## src/rtl/ixl_pkg.sv

```systemverilog
package ixl_pkg;
    localparam int VA_W   = 32;
    localparam int PG_LSB = 10;
    localparam int VPN_W  = VA_W - PG_LSB;
    localparam int ASID_W = 8;
    localparam int WAYS   = 4;
    localparam int WAY_W  = $clog2(WAYS);
    localparam int REC_W  = WAYS * (WAYS - 1) / 2;

    typedef struct packed {
        logic              valid;
        logic [VPN_W-1:0]  vpn;
        logic [ASID_W-1:0] asid;
        logic [VPN_W-1:0]  ppn;
        logic [1:0]        size;
        logic              shared;
        logic              user_ok;
    } ixl_entry_t;

    typedef enum logic [1:0] {
        XS_OK    = 2'd0,
        XS_MISS  = 2'd1,
        XS_MULTI = 2'd2,
        XS_PROT  = 2'd3
    } ixl_status_e;

    typedef enum logic [1:0] {
        ST_IDLE = 2'd0,
        ST_LOOK = 2'd1,
        ST_WAIT = 2'd2
    } ixl_state_e;

    // Mask keeping the page-number bits of an address for a size code.
    function automatic logic [VA_W-1:0] page_mask(input logic [1:0] sz);
        int sh;
        case (sz)
            2'd0:    sh = PG_LSB;
            2'd1:    sh = PG_LSB + 2;
            2'd2:    sh = PG_LSB + 6;
            default: sh = PG_LSB + 10;
        endcase
        return {VA_W{1'b1}} << sh;
    endfunction

    // Pairwise recency: bits a slot clears on use (kept bits).
    function automatic logic [REC_W-1:0] rec_keep(input int w);
        case (w)
            0:       return 6'h07;
            1:       return 6'h39;
            2:       return 6'h3E;
            default: return 6'h3F;
        endcase
    endfunction

    // Pairwise recency: bits a slot sets on use.
    function automatic logic [REC_W-1:0] rec_set(input int w);
        case (w)
            0:       return 6'h00;
            1:       return 6'h20;
            2:       return 6'h14;
            default: return 6'h0B;
        endcase
    endfunction
endpackage

```

## src/rtl/ixl_match.sv

```systemverilog
module ixl_match
    import ixl_pkg::*;
(
    input  ixl_entry_t        ents [WAYS],
    input  logic [VA_W-1:0]   vaddr,
    input  logic [ASID_W-1:0] asid,
    input  logic              user,
    input  logic              bypass,
    output logic [WAY_W-1:0]  hit_idx,
    output logic              hit_one,
    output logic              hit_many
);
    logic [WAYS-1:0] hit_vec;
    logic            ignore_id;

    assign ignore_id = !user && bypass;

    for (genvar g = 0; g < WAYS; g++) begin : g_way
        logic [VA_W-1:0] msk;
        logic            tag_eq;
        logic            id_ok;
        assign msk        = page_mask(ents[g].size);
        assign tag_eq     = (({ents[g].vpn, {PG_LSB{1'b0}}} & msk) == (vaddr & msk));
        assign id_ok      = ents[g].shared || ignore_id || (ents[g].asid == asid);
        assign hit_vec[g] = ents[g].valid && tag_eq && id_ok;
    end

    always_comb begin
        logic [WAY_W:0] cnt;
        cnt     = '0;
        hit_idx = '0;
        for (int i = WAYS - 1; i >= 0; i--) begin
            if (hit_vec[i]) begin
                cnt     = cnt + 1'b1;
                hit_idx = WAY_W'(i);
            end
        end
        hit_one  = (cnt == 1);
        hit_many = (cnt > 1);
    end
endmodule

```

## src/rtl/ixl_store.sv

```systemverilog
module ixl_store
    import ixl_pkg::*;
(
    input  logic             clk,
    input  logic             rst_n,
    input  logic             wr_en,
    input  logic [WAY_W-1:0] wr_idx,
    input  ixl_entry_t       wr_ent,
    output ixl_entry_t       ents [WAYS]
);
    ixl_entry_t ent_d [WAYS];
    ixl_entry_t ent_q [WAYS];

    always_comb begin
        ent_d = ent_q;
        if (wr_en) begin
            ent_d[wr_idx] = wr_ent;
        end
    end

    always_ff @(posedge clk or negedge rst_n) begin
        if (!rst_n) begin
            for (int i = 0; i < WAYS; i++) begin
                ent_q[i] <= '0;
            end
        end else begin
            ent_q <= ent_d;
        end
    end

    assign ents = ent_q;
endmodule

```

## src/rtl/ixl_recency.sv

```systemverilog
module ixl_recency
    import ixl_pkg::*;
(
    input  logic             clk,
    input  logic             rst_n,
    input  logic             touch,
    input  logic [WAY_W-1:0] touch_idx,
    output logic [REC_W-1:0] rec_vec,
    output logic [WAYS-1:0]  victim_oh,
    output logic [WAY_W-1:0] victim_idx
);
    logic [REC_W-1:0] rec_d;
    logic [REC_W-1:0] rec_q;

    always_comb begin
        rec_d = rec_q;
        if (touch) begin
            rec_d = (rec_q & rec_keep(int'(touch_idx))) | rec_set(int'(touch_idx));
        end
    end

    always_ff @(posedge clk or negedge rst_n) begin
        if (!rst_n) rec_q <= '0;
        else        rec_q <= rec_d;
    end

    // A slot is least recent when every pair bit it owns shows the
    // opposite of the imprint left by its own use.
    for (genvar g = 0; g < WAYS; g++) begin : g_vic
        logic [REC_W-1:0] owned;
        logic [REC_W-1:0] want;
        assign owned        = ~rec_keep(g) | rec_set(g);
        assign want         = ~rec_keep(g);
        assign victim_oh[g] = ((rec_q & owned) == want);
    end

    always_comb begin
        victim_idx = '0;
        for (int i = WAYS - 1; i >= 0; i--) begin
            if (victim_oh[i]) victim_idx = WAY_W'(i);
        end
    end

    assign rec_vec = rec_q;
endmodule

```

## src/rtl/ixl_fetch_xlate.sv

```systemverilog
module ixl_fetch_xlate
    import ixl_pkg::*;
(
    input  logic              clk,
    input  logic              rst_n,
    input  logic              req_valid,
    output logic              req_ready,
    input  logic [VA_W-1:0]   req_vaddr,
    input  logic [ASID_W-1:0] req_asid,
    input  logic              req_user,
    input  logic              req_asid_bypass,
    output logic              resp_valid,
    output logic [1:0]        resp_status,
    output logic [VA_W-1:0]   resp_paddr,
    output logic              ut_req_valid,
    output logic [VA_W-1:0]   ut_req_vaddr,
    output logic [ASID_W-1:0] ut_req_asid,
    output logic              ut_req_user,
    output logic              ut_req_asid_bypass,
    input  logic              ut_rsp_valid,
    input  logic [1:0]        ut_rsp_status,
    input  logic [VPN_W-1:0]  ut_rsp_vpn,
    input  logic [ASID_W-1:0] ut_rsp_asid,
    input  logic [VPN_W-1:0]  ut_rsp_ppn,
    input  logic [1:0]        ut_rsp_size,
    input  logic              ut_rsp_shared,
    input  logic              ut_rsp_user_ok
);
    typedef struct packed {
        ixl_state_e        st;
        logic [VA_W-1:0]   va;
        logic [ASID_W-1:0] asid;
        logic              user;
        logic              bypass;
        logic              retried;
        logic              rsp_v;
        ixl_status_e       rsp_st;
        logic [VA_W-1:0]   rsp_pa;
    } ctl_t;

    ctl_t c_d;
    ctl_t c_q;

    ixl_entry_t       ents [WAYS];
    ixl_entry_t       fill_ent;
    ixl_entry_t       hit_ent;
    logic [WAY_W-1:0] hit_idx;
    logic             hit_one;
    logic             hit_many;
    logic             wr_en;
    logic             touch;
    logic [REC_W-1:0] rec_vec;
    logic [WAYS-1:0]  victim_oh;
    logic [WAY_W-1:0] victim_idx;
    logic [VA_W-1:0]  hit_msk;

    ixl_match u_match (
        .ents     (ents),
        .vaddr    (c_q.va),
        .asid     (c_q.asid),
        .user     (c_q.user),
        .bypass   (c_q.bypass),
        .hit_idx  (hit_idx),
        .hit_one  (hit_one),
        .hit_many (hit_many)
    );

    assign fill_ent = '{valid: 1'b1, vpn: ut_rsp_vpn, asid: ut_rsp_asid,
                        ppn: ut_rsp_ppn, size: ut_rsp_size,
                        shared: ut_rsp_shared, user_ok: ut_rsp_user_ok};

    ixl_store u_store (
        .clk    (clk),
        .rst_n  (rst_n),
        .wr_en  (wr_en),
        .wr_idx (victim_idx),
        .wr_ent (fill_ent),
        .ents   (ents)
    );

    ixl_recency u_rec (
        .clk        (clk),
        .rst_n      (rst_n),
        .touch      (touch),
        .touch_idx  (hit_idx),
        .rec_vec    (rec_vec),
        .victim_oh  (victim_oh),
        .victim_idx (victim_idx)
    );

    assign hit_ent = ents[hit_idx];
    assign hit_msk = page_mask(hit_ent.size);

    always_comb begin
        c_d       = c_q;
        c_d.rsp_v = 1'b0;
        wr_en     = 1'b0;
        touch     = 1'b0;
        case (c_q.st)
            ST_IDLE: begin
                if (req_valid) begin
                    c_d.va      = req_vaddr;
                    c_d.asid    = req_asid;
                    c_d.user    = req_user;
                    c_d.bypass  = req_asid_bypass;
                    c_d.retried = 1'b0;
                    c_d.st      = ST_LOOK;
                end
            end
            ST_LOOK: begin
                if (hit_many) begin
                    c_d.rsp_v  = 1'b1;
                    c_d.rsp_st = XS_MULTI;
                    c_d.rsp_pa = '0;
                    c_d.st     = ST_IDLE;
                end else if (hit_one) begin
                    touch     = 1'b1;
                    c_d.rsp_v = 1'b1;
                    c_d.st    = ST_IDLE;
                    if (c_q.user && !hit_ent.user_ok) begin
                        c_d.rsp_st = XS_PROT;
                        c_d.rsp_pa = '0;
                    end else begin
                        c_d.rsp_st = XS_OK;
                        c_d.rsp_pa = ({hit_ent.ppn, {PG_LSB{1'b0}}} & hit_msk)
                                   | (c_q.va & ~hit_msk);
                    end
                end else if (c_q.retried) begin
                    c_d.rsp_v  = 1'b1;
                    c_d.rsp_st = XS_MISS;
                    c_d.rsp_pa = '0;
                    c_d.st     = ST_IDLE;
                end else begin
                    c_d.st = ST_WAIT;
                end
            end
            ST_WAIT: begin
                if (ut_rsp_valid) begin
                    if (ut_rsp_status == 2'd0) begin
                        wr_en       = 1'b1;
                        c_d.retried = 1'b1;
                        c_d.st      = ST_LOOK;
                    end else begin
                        c_d.rsp_v  = 1'b1;
                        c_d.rsp_st = (ut_rsp_status == 2'd2) ? XS_MULTI : XS_MISS;
                        c_d.rsp_pa = '0;
                        c_d.st     = ST_IDLE;
                    end
                end
            end
            default: c_d.st = ST_IDLE;
        endcase
    end

    always_ff @(posedge clk or negedge rst_n) begin
        if (!rst_n) begin
            c_q <= '{st: ST_IDLE, rsp_st: XS_OK, default: '0};
        end else begin
            c_q <= c_d;
        end
    end

    assign req_ready          = (c_q.st == ST_IDLE);
    assign resp_valid         = c_q.rsp_v;
    assign resp_status        = c_q.rsp_st;
    assign resp_paddr         = c_q.rsp_pa;
    assign ut_req_valid       = (c_q.st == ST_WAIT);
    assign ut_req_vaddr       = c_q.va;
    assign ut_req_asid        = c_q.asid;
    assign ut_req_user        = c_q.user;
    assign ut_req_asid_bypass = c_q.bypass;
endmodule

```

## config.mk

```make
export PLATFORM = sky130hd
export DESIGN_NAME = ixl_fetch_xlate
export DESIGN_NICKNAME = d
export VERILOG_FILES = /design/src/rtl/ixl_pkg.sv /design/src/rtl/ixl_match.sv /design/src/rtl/ixl_store.sv /design/src/rtl/ixl_recency.sv /design/src/rtl/ixl_fetch_xlate.sv
export SDC_FILE = /design/constraint.sdc
export NUM_CORES = 1
export LEC_CHECK = 0
export BUFFER_PORTS_ARGS = -buffer_cell sky130_fd_sc_hd__buf_4
export CAP_MARGIN = 20
export CORE_ASPECT_RATIO = 1.4
export CORE_MARGIN = 8
export CORE_UTILIZATION = 50
export CTS_CLUSTER_SIZE = 40
export DETAILED_ROUTE_END_ITERATION = 10
export GPL_ROUTABILITY_DRIVEN = 0
export MAX_ROUTING_LAYER = met4
export PLACE_DENSITY = 0.78
export REMOVE_ABC_BUFFERS = 1
export SLEW_MARGIN = 30
export SYNTH_ARGS = -nofsm -noshare
export SYNTH_HDL_FRONTEND = slang
export SYNTH_HIERARCHICAL = 1
export SYNTH_SLANG_ARGS = --single-unit
```

## constraint.sdc

```tcl
create_clock -name clk -period 8.4 [get_ports clk]
set_clock_uncertainty 0.05 [all_clocks]
set_input_delay 1.68 -clock clk [delete_from_list [all_inputs] [get_ports clk]]
set_output_delay 1.68 -clock clk [all_outputs]
set_load 0.005 [all_outputs]
```

==> results of run 1 <==
-- state kept, by name, indices dropped and copies added (netlist names), 2 cells and up, named ones only --
| signal | count |
|---|---|
| resp_paddr | 32 |
| u_store/ents | 228 |
| c_q | 3 |
| ut_req_vaddr | 32 |
| ut_req_asid | 8 |
| resp_status | 2 |
-- final cells by class --
cell class	instances	area (um2)	area share
clock inverter	3	65.06	0.003813
antenna	1	2.502	0.0001466
tap	380	475.5	0.02786
clock buffer	49	923.4	0.05411
multi-input combinational	607	6151	0.3605
timing repair buffer	195	1544	0.09048
inverter	12	45.04	0.002640
sequential	314	7858	0.4605
-- final timing paths --
path	from	to	slack, ns
setup / recovery	ut_req_vaddr[17]$_DFFE_PN0P_	resp_paddr[15]$_DFFE_PN0P_	2.96
hold / removal	flip-flop	flip-flop	0.44
setup reg to reg	ut_req_vaddr[17]$_DFFE_PN0P_	resp_paddr[15]$_DFFE_PN0P_	2.96
hold reg to reg	flip-flop	flip-flop	0.44
max in group asynchronous	rst_n	ut_req_vaddr[5]$_DFFE_PN0P_	5.97
min in group asynchronous	rst_n	ut_req_asid[4]$_DFFE_PN0P_	1.01
-- power groups by stage --
stage	combinational [mW]	sequential (mW)	clock, mW
finish	1.13	2.08	1.35
global route	1.23	2.12	1.45
CTS	1.15	2.08	1.39
detailed placement	1.14	2.11	0
global placement	1.13	2.09	0
floorplan	0.682	2.03	0
-- metal layers --
metal | wire (um) | GRT usage | share of wire
met3 | 1572 | 0.03063 | 0.048
met4 | 593 | 0.04765 | 0.018
met2 | 17280 | 0.3353 | 0.53
met1 | 13090 | 0.2195 | 0.40
met5 | 0 | - | 0
-- through the flow --
step,cells,util
6_report,1561,0.5832
5_1_grt,1561,0.5832
4_1_cts,1559,0.5822
3_5_place_dp,1507,0.5484
3_3_place_gp,1504,0.5463
2_1_floorplan,933,-
-- critical path, delay by kind of cell, from the launching register on --
kind,cells,cell delay [ns]
AND/OR/NAND/NOR,6,2.71
AO/OA/AOI/OAI,4,0.98
adder cells (fa/ha/maj),2,0.69
flip-flops,1,0.49
XOR/XNOR,2,0.32
buffers and inverters,1,0.12
==> flow_metrics.tcl, run 1 <==
set metrics [dict create \
    internal_power_mw 3.204 \
    switching_share 0.2962 \
    critPathKind "reg -> reg" \
    seqPwrFrac 0.456 \
    arrival_ns 5.85 \
    power_frac_comb 0.248 \
    htree_levels 1 \
    rows 74 \
    max_stage_delay_ns 0.71 \
    start_util 0.5077 \
    nNetsFinal 1275 \
    cts_buffer_depth 3 \
    io_buffers 182 \
    overflow 0 \
    place_hpwl_um 22470 \
    placed_area_um2 16050 \
    dr.first_iter.drc_count 398 \
    timing.slew.headroom 0.3857 \
    area_growth_pct 14.87 \
    grt_pass1_vias 9422 \
    io_pins 183 \
    total_power_mw 4.552 \
    cts_setup_buffers 0 \
    cap_violations 0 \
    layout_common_cells "314 x dfrtp_1, 271 x mux2_2, 189 x buf_4, 73 x xnor2_1, 47 x xor2_1" \
    cp_common_cell "ha_1" \
    grt_max_degree 184 \
    r2r_cells 15 \
    fp.dieW_um 161.7 \
    start_kind "flip-flop" \
    slew_viol_final 0 \
    antenna_found_initial 1 \
    dr.pass1.iters 4 \
    power.switching_mw 1.348 \
    wl_per_cell_um 20.84 \
    hold_viol 0 \
    ir_drop_mv 0.1985 \
    final_area_um2 17060 \
    clkPwrFrac 0.297 \
    syn-cell-area_um2 14860 \
    coreArea_um2 29260 \
    fp.dieArea_um2 35560 \
    die_h_um 220.0 \
    cts_tree "built" \
    p_leak_nw 8.260 \
    postRouteAntennaNets 0 \
    timing.final.crit_period_ns 5.443 \
    worstPathMaxFanout 10 \
    rsz0062_at_grt "false" \
    fillers 2390 \
    wl_um 32540 \
    cts_resized 0 \
    grt_usage 0.1885 \
    min_period_over_period 0.6480 \
    cp_data_required_time_ns 8.81 \
    holdWs_ns 0.4393 \
    p_per_area_nw_per_um2 266.8 \
    cts_buffers 30 \
    end_kind "flip-flop" \
    fin_setup_tns_ns 0 \
    dp_slack_ns 3.103 \
    min_path_type "reg -> reg" \
    final_common_cell "dfrtp_1" \
    setup_viol 0 \
    syn_avg_cell_area_um2 14.13 \
    vias 8525 \
    status "complete, no violations" \
    insertion_delay_ns 0.55 \
    max_slew.worst_pin.slew_ns 0.9205 \
    cts.sinks 314 \
    grt_pass1_wl_um 52050 \
    post-route-drc-count 0 \
    vias_per_cell 5.461 \
    layout-drive-gt1-share 0.4712 \
    crit_chain "xor2_1 > nor4_1 > a21oi_1 > or4_1 > nor3_1 > ha_1 > inv_1 > xnor2_1 > ha_1 > nor4b_2 > a211oi_1 > a31oi_1 > and2_1 > nand3_1 > o2bb2ai_1" \
    yosysWarnings 6 \
    postSynthCellCount 1051 \
    cp_slowest_cell "nor4_1" \
    clk_pin_slew_ns 0.07 \
    fin_ws_ns 2.957 \
    root_buffer "clkbuf_16" \
    ctsHoldBuffers 0 \
    fmax_mhz 183.7 \
    holdPathStages 1 \
]
Power figures use the tool's default switching activity.
==> inputs of run 2 (changes only) <==
--- a/config.mk
+++ b/config.mk
@@ -14,7 +14,7 @@
 export DETAILED_ROUTE_END_ITERATION = 10
 export GPL_ROUTABILITY_DRIVEN = 0
 export MAX_ROUTING_LAYER = met4
-export PLACE_DENSITY = 0.78
+export PLACE_DENSITY = 0.81
 export REMOVE_ABC_BUFFERS = 1
 export SLEW_MARGIN = 30
 export SYNTH_ARGS = -nofsm -noshare
==> constraint.sdc (replaced) <==
create_clock -name clk -period 4.7 [get_ports clk]
set_clock_uncertainty 0.05 [all_clocks]
set_input_delay 0.94 -clock clk [delete_from_list [all_inputs] [get_ports clk]]
set_output_delay 0.94 -clock clk [all_outputs]
set_load 0.005 [all_outputs]
==> run 2 against run 1 <==
Sequential share of layout area shrank 0.81 points. Critical path depth grew 3. Hold slack gained 0.0067 ns. Largest power group unchanged. Clock power grew 100%. First-iteration DRC count shrank 1.5%. Wire length grew 3.4%. Cell area grew 1.8%. Non-clock buffer count grew 15. Sequential power grew 76%. Cell count grew 1.4%. Maximum frequency grew 20%. Power grew 88%.
==> flow_metrics.tcl, run 2 (same netlist as run 1, synthesis figures left out) <==
set metrics [dict create \
    min_period_over_period 0.9676 \
    overflow 0 \
    fmax_mhz 219.9 \
    post-route-drc-count 0 \
    cts_tree "built" \
    path_delay_family "simple AND/OR/NAND/NOR gates" \
    stdcell_count 1583 \
    wl_per_cell_um 21.25 \
    placed_area_um2 16160 \
    dp.cells 1523 \
    critPathKind "reg -> reg" \
    io_pins 183 \
    dr.first_iter.drc_count 392 \
    htree_levels 2 \
    wl_um 33640 \
    vias_per_cell 5.497 \
    largest_reg_flops 228 \
    end_kind "flip-flop" \
    nNetsFinal 1295 \
    cts_setup_buffers 0 \
    p_leak_nw 8.433 \
    final_common_cell "dfrtp_1" \
    cts_buffers 34 \
    r2r_cells 18 \
    grt_max_degree 113 \
    ir_drop_mv 0.3505 \
    arrival_ns 4.89 \
    fp.dieArea_um2 35560 \
    max_stage_delay_ns 0.51 \
    start_util 0.5077 \
    vias 8701 \
    hold_viol 0 \
    internal_power_mw 6.035 \
    io_buffers 182 \
    switching_share 0.2961 \
    crit_chain "xor2_1 > nor4_1 > buf_4 > a21oi_1 > or4_1 > nor3_4 > ha_1 > inv_1 > xnor2_1 > ha_1 > nor4b_2 > a211oi_1 > a31oi_1 > nor2_1 > nand2_1 > nand2_1 > buf_6 > a22o_1" \
    power.switching_mw 2.539 \
    setup_viol 0 \
    seqPwrFrac 0.428 \
    layout-drive-gt1-share 0.4875 \
    cp_num_buf_inv 3 \
    cts.sinks 314 \
    power_frac_comb 0.250 \
    start_kind "flip-flop" \
    layout_common_cells "314 x dfrtp_1, 271 x mux2_2, 204 x buf_4, 73 x xnor2_1, 47 x xor2_1" \
    min_path_type "in -> async" \
    rows 74 \
    postRouteAntennaNets 0 \
    utilization 0.5937 \
    place_hpwl_um 23150 \
    clk_pin_slew_ns 0.06 \
    insertion_delay_ns 0.52 \
    slew_viol_final 0 \
    max_slew.worst_pin.slew_ns 0.8680 \
    timing.slew.headroom 0.4207 \
    antenna_found_initial 1 \
    die_h_um 220.0 \
    root_buffer "clkbuf_16" \
    worstPathMaxFanout 33 \
    grt_usage 0.1970 \
    p_per_area_nw_per_um2 493.6 \
    grt_pass1_wl_um 53680 \
    final_area_um2 17370 \
    seqCellArea_um2 7858 \
    multi_input_area_um2 6182 \
    fin_ws_ns 0.1523 \
    holdWs_ns 0.4459 \
    grt_pass1_vias 9642 \
    cp_data_required_time_ns 5.04 \
    clkPwrFrac 0.322 \
    cts_buffer_depth 3 \
    fp.dieW_um 161.7 \
    coreArea_um2 29260 \
    fillers 2318 \
    timing.final.crit_period_ns 4.548 \
    area_growth_pct 16.92 \
    dr.pass1.iters 4 \
    cp_slowest_cell "or4_1" \
    status "complete, no violations" \
    dp_slack_ns 0.06112 \
    cap_violations 0 \
    critical_path_depth 18 \
]
-- run 2: cell count changes in the layout (fill, tap and decap cells not counted), sizes merged --
cell and delta:
bufinv +1, inv +1, clkinv +4, buf +15
and3 +1
-- run 2: routing by layer --
layer,vias to the layer above,part of all wire,GRT usage
met4,0,0.031,0.07085
met5,-,0,-
met2,230,0.53,0.3422
li1,3916,-,-
met3,66,0.047,0.03361
met1,4489,0.40,0.2271
-- run 2: final timing paths --
| kind | startpoint | endpoint | slack [ns] |
|---|---|---|---|
| max | ut_req_vaddr[17]$_DFFE_PN0P_ | resp_paddr[6]$_DFFE_PN0P_ | 0.15 |
| min | rst_n | ut_req_asid[6]$_DFFE_PN0P_ | 0.45 |
| max reg2reg | ut_req_vaddr[17]$_DFFE_PN0P_ | resp_paddr[6]$_DFFE_PN0P_ | 0.15 |
| min reg2reg | u_store/ents[67]$_DFFE_PN0P_ | u_store/ents[67]$_DFFE_PN0P_ | 0.45 |
| max in group asynchronous | rst_n | ut_req_vaddr[16]$_DFFE_PN0P_ | 3.04 |
| min in group clk | u_store/ents[67]$_DFFE_PN0P_ | u_store/ents[67]$_DFFE_PN0P_ | 0.45 |
-- run 2: power by group through the flow --
stage	combinational [mW]	sequential [mW]	clock [mW]
final	2.15	3.67	2.76
after global routing	2.34	3.74	2.93
after CTS	2.17	3.68	2.83
after detailed placement	2.13	3.72	0
after global placement	2.10	3.69	0
after floorplan	1.22	3.63	0
-- run 2: repair_timing --
action | CTS | global route
setup endpoints to repair | 1 | 40
cloned | 1 | 0
hold buffers | 0 | 0
endpoints found under the hold margin | 0 | 0
gates resized for setup | 1 | 7
pin swaps | 1 | 0
-- run 2: area by class of cell --
class | instances | share of cell area
repair buffers | 210 | 0.09429
clock inverters | 9 | 0.007348
multi-input cells | 608 | 0.3559
inverters | 12 | 0.002593
flip-flops and latches | 314 | 0.4524
diodes | 1 | 0.0001441
clock buffers | 49 | 0.05993
well taps | 380 | 0.02737
-- run 2: metrics by stage --
stage          total power, mW  TNS (ns)
5_1_grt                  9.007    -1.987
3_3_place_gp             5.785         0
4_1_cts                  8.676         0
2_1_floorplan            4.845    -34.18
6_report                 8.574         0
3_5_place_dp             5.852         0
-- run 2: worst register-to-register path, cell delays in order (launching register included) --
cell and delay, ns:
dfrtp_1 0.49, xor2_1 0.22, nor4_1 0.30, buf_4 0.18, a21oi_1 0.08, or4_1 0.51, nor3_4 0.23, ha_1 0.31
inv_1 0.12, xnor2_1 0.09, ha_1 0.35, nor4b_2 0.29, a211oi_1 0.09, a31oi_1 0.26, nor2_1 0.09, nand2_1 0.13
nand2_1 0.09, buf_6 0.25, a22o_1 0.30
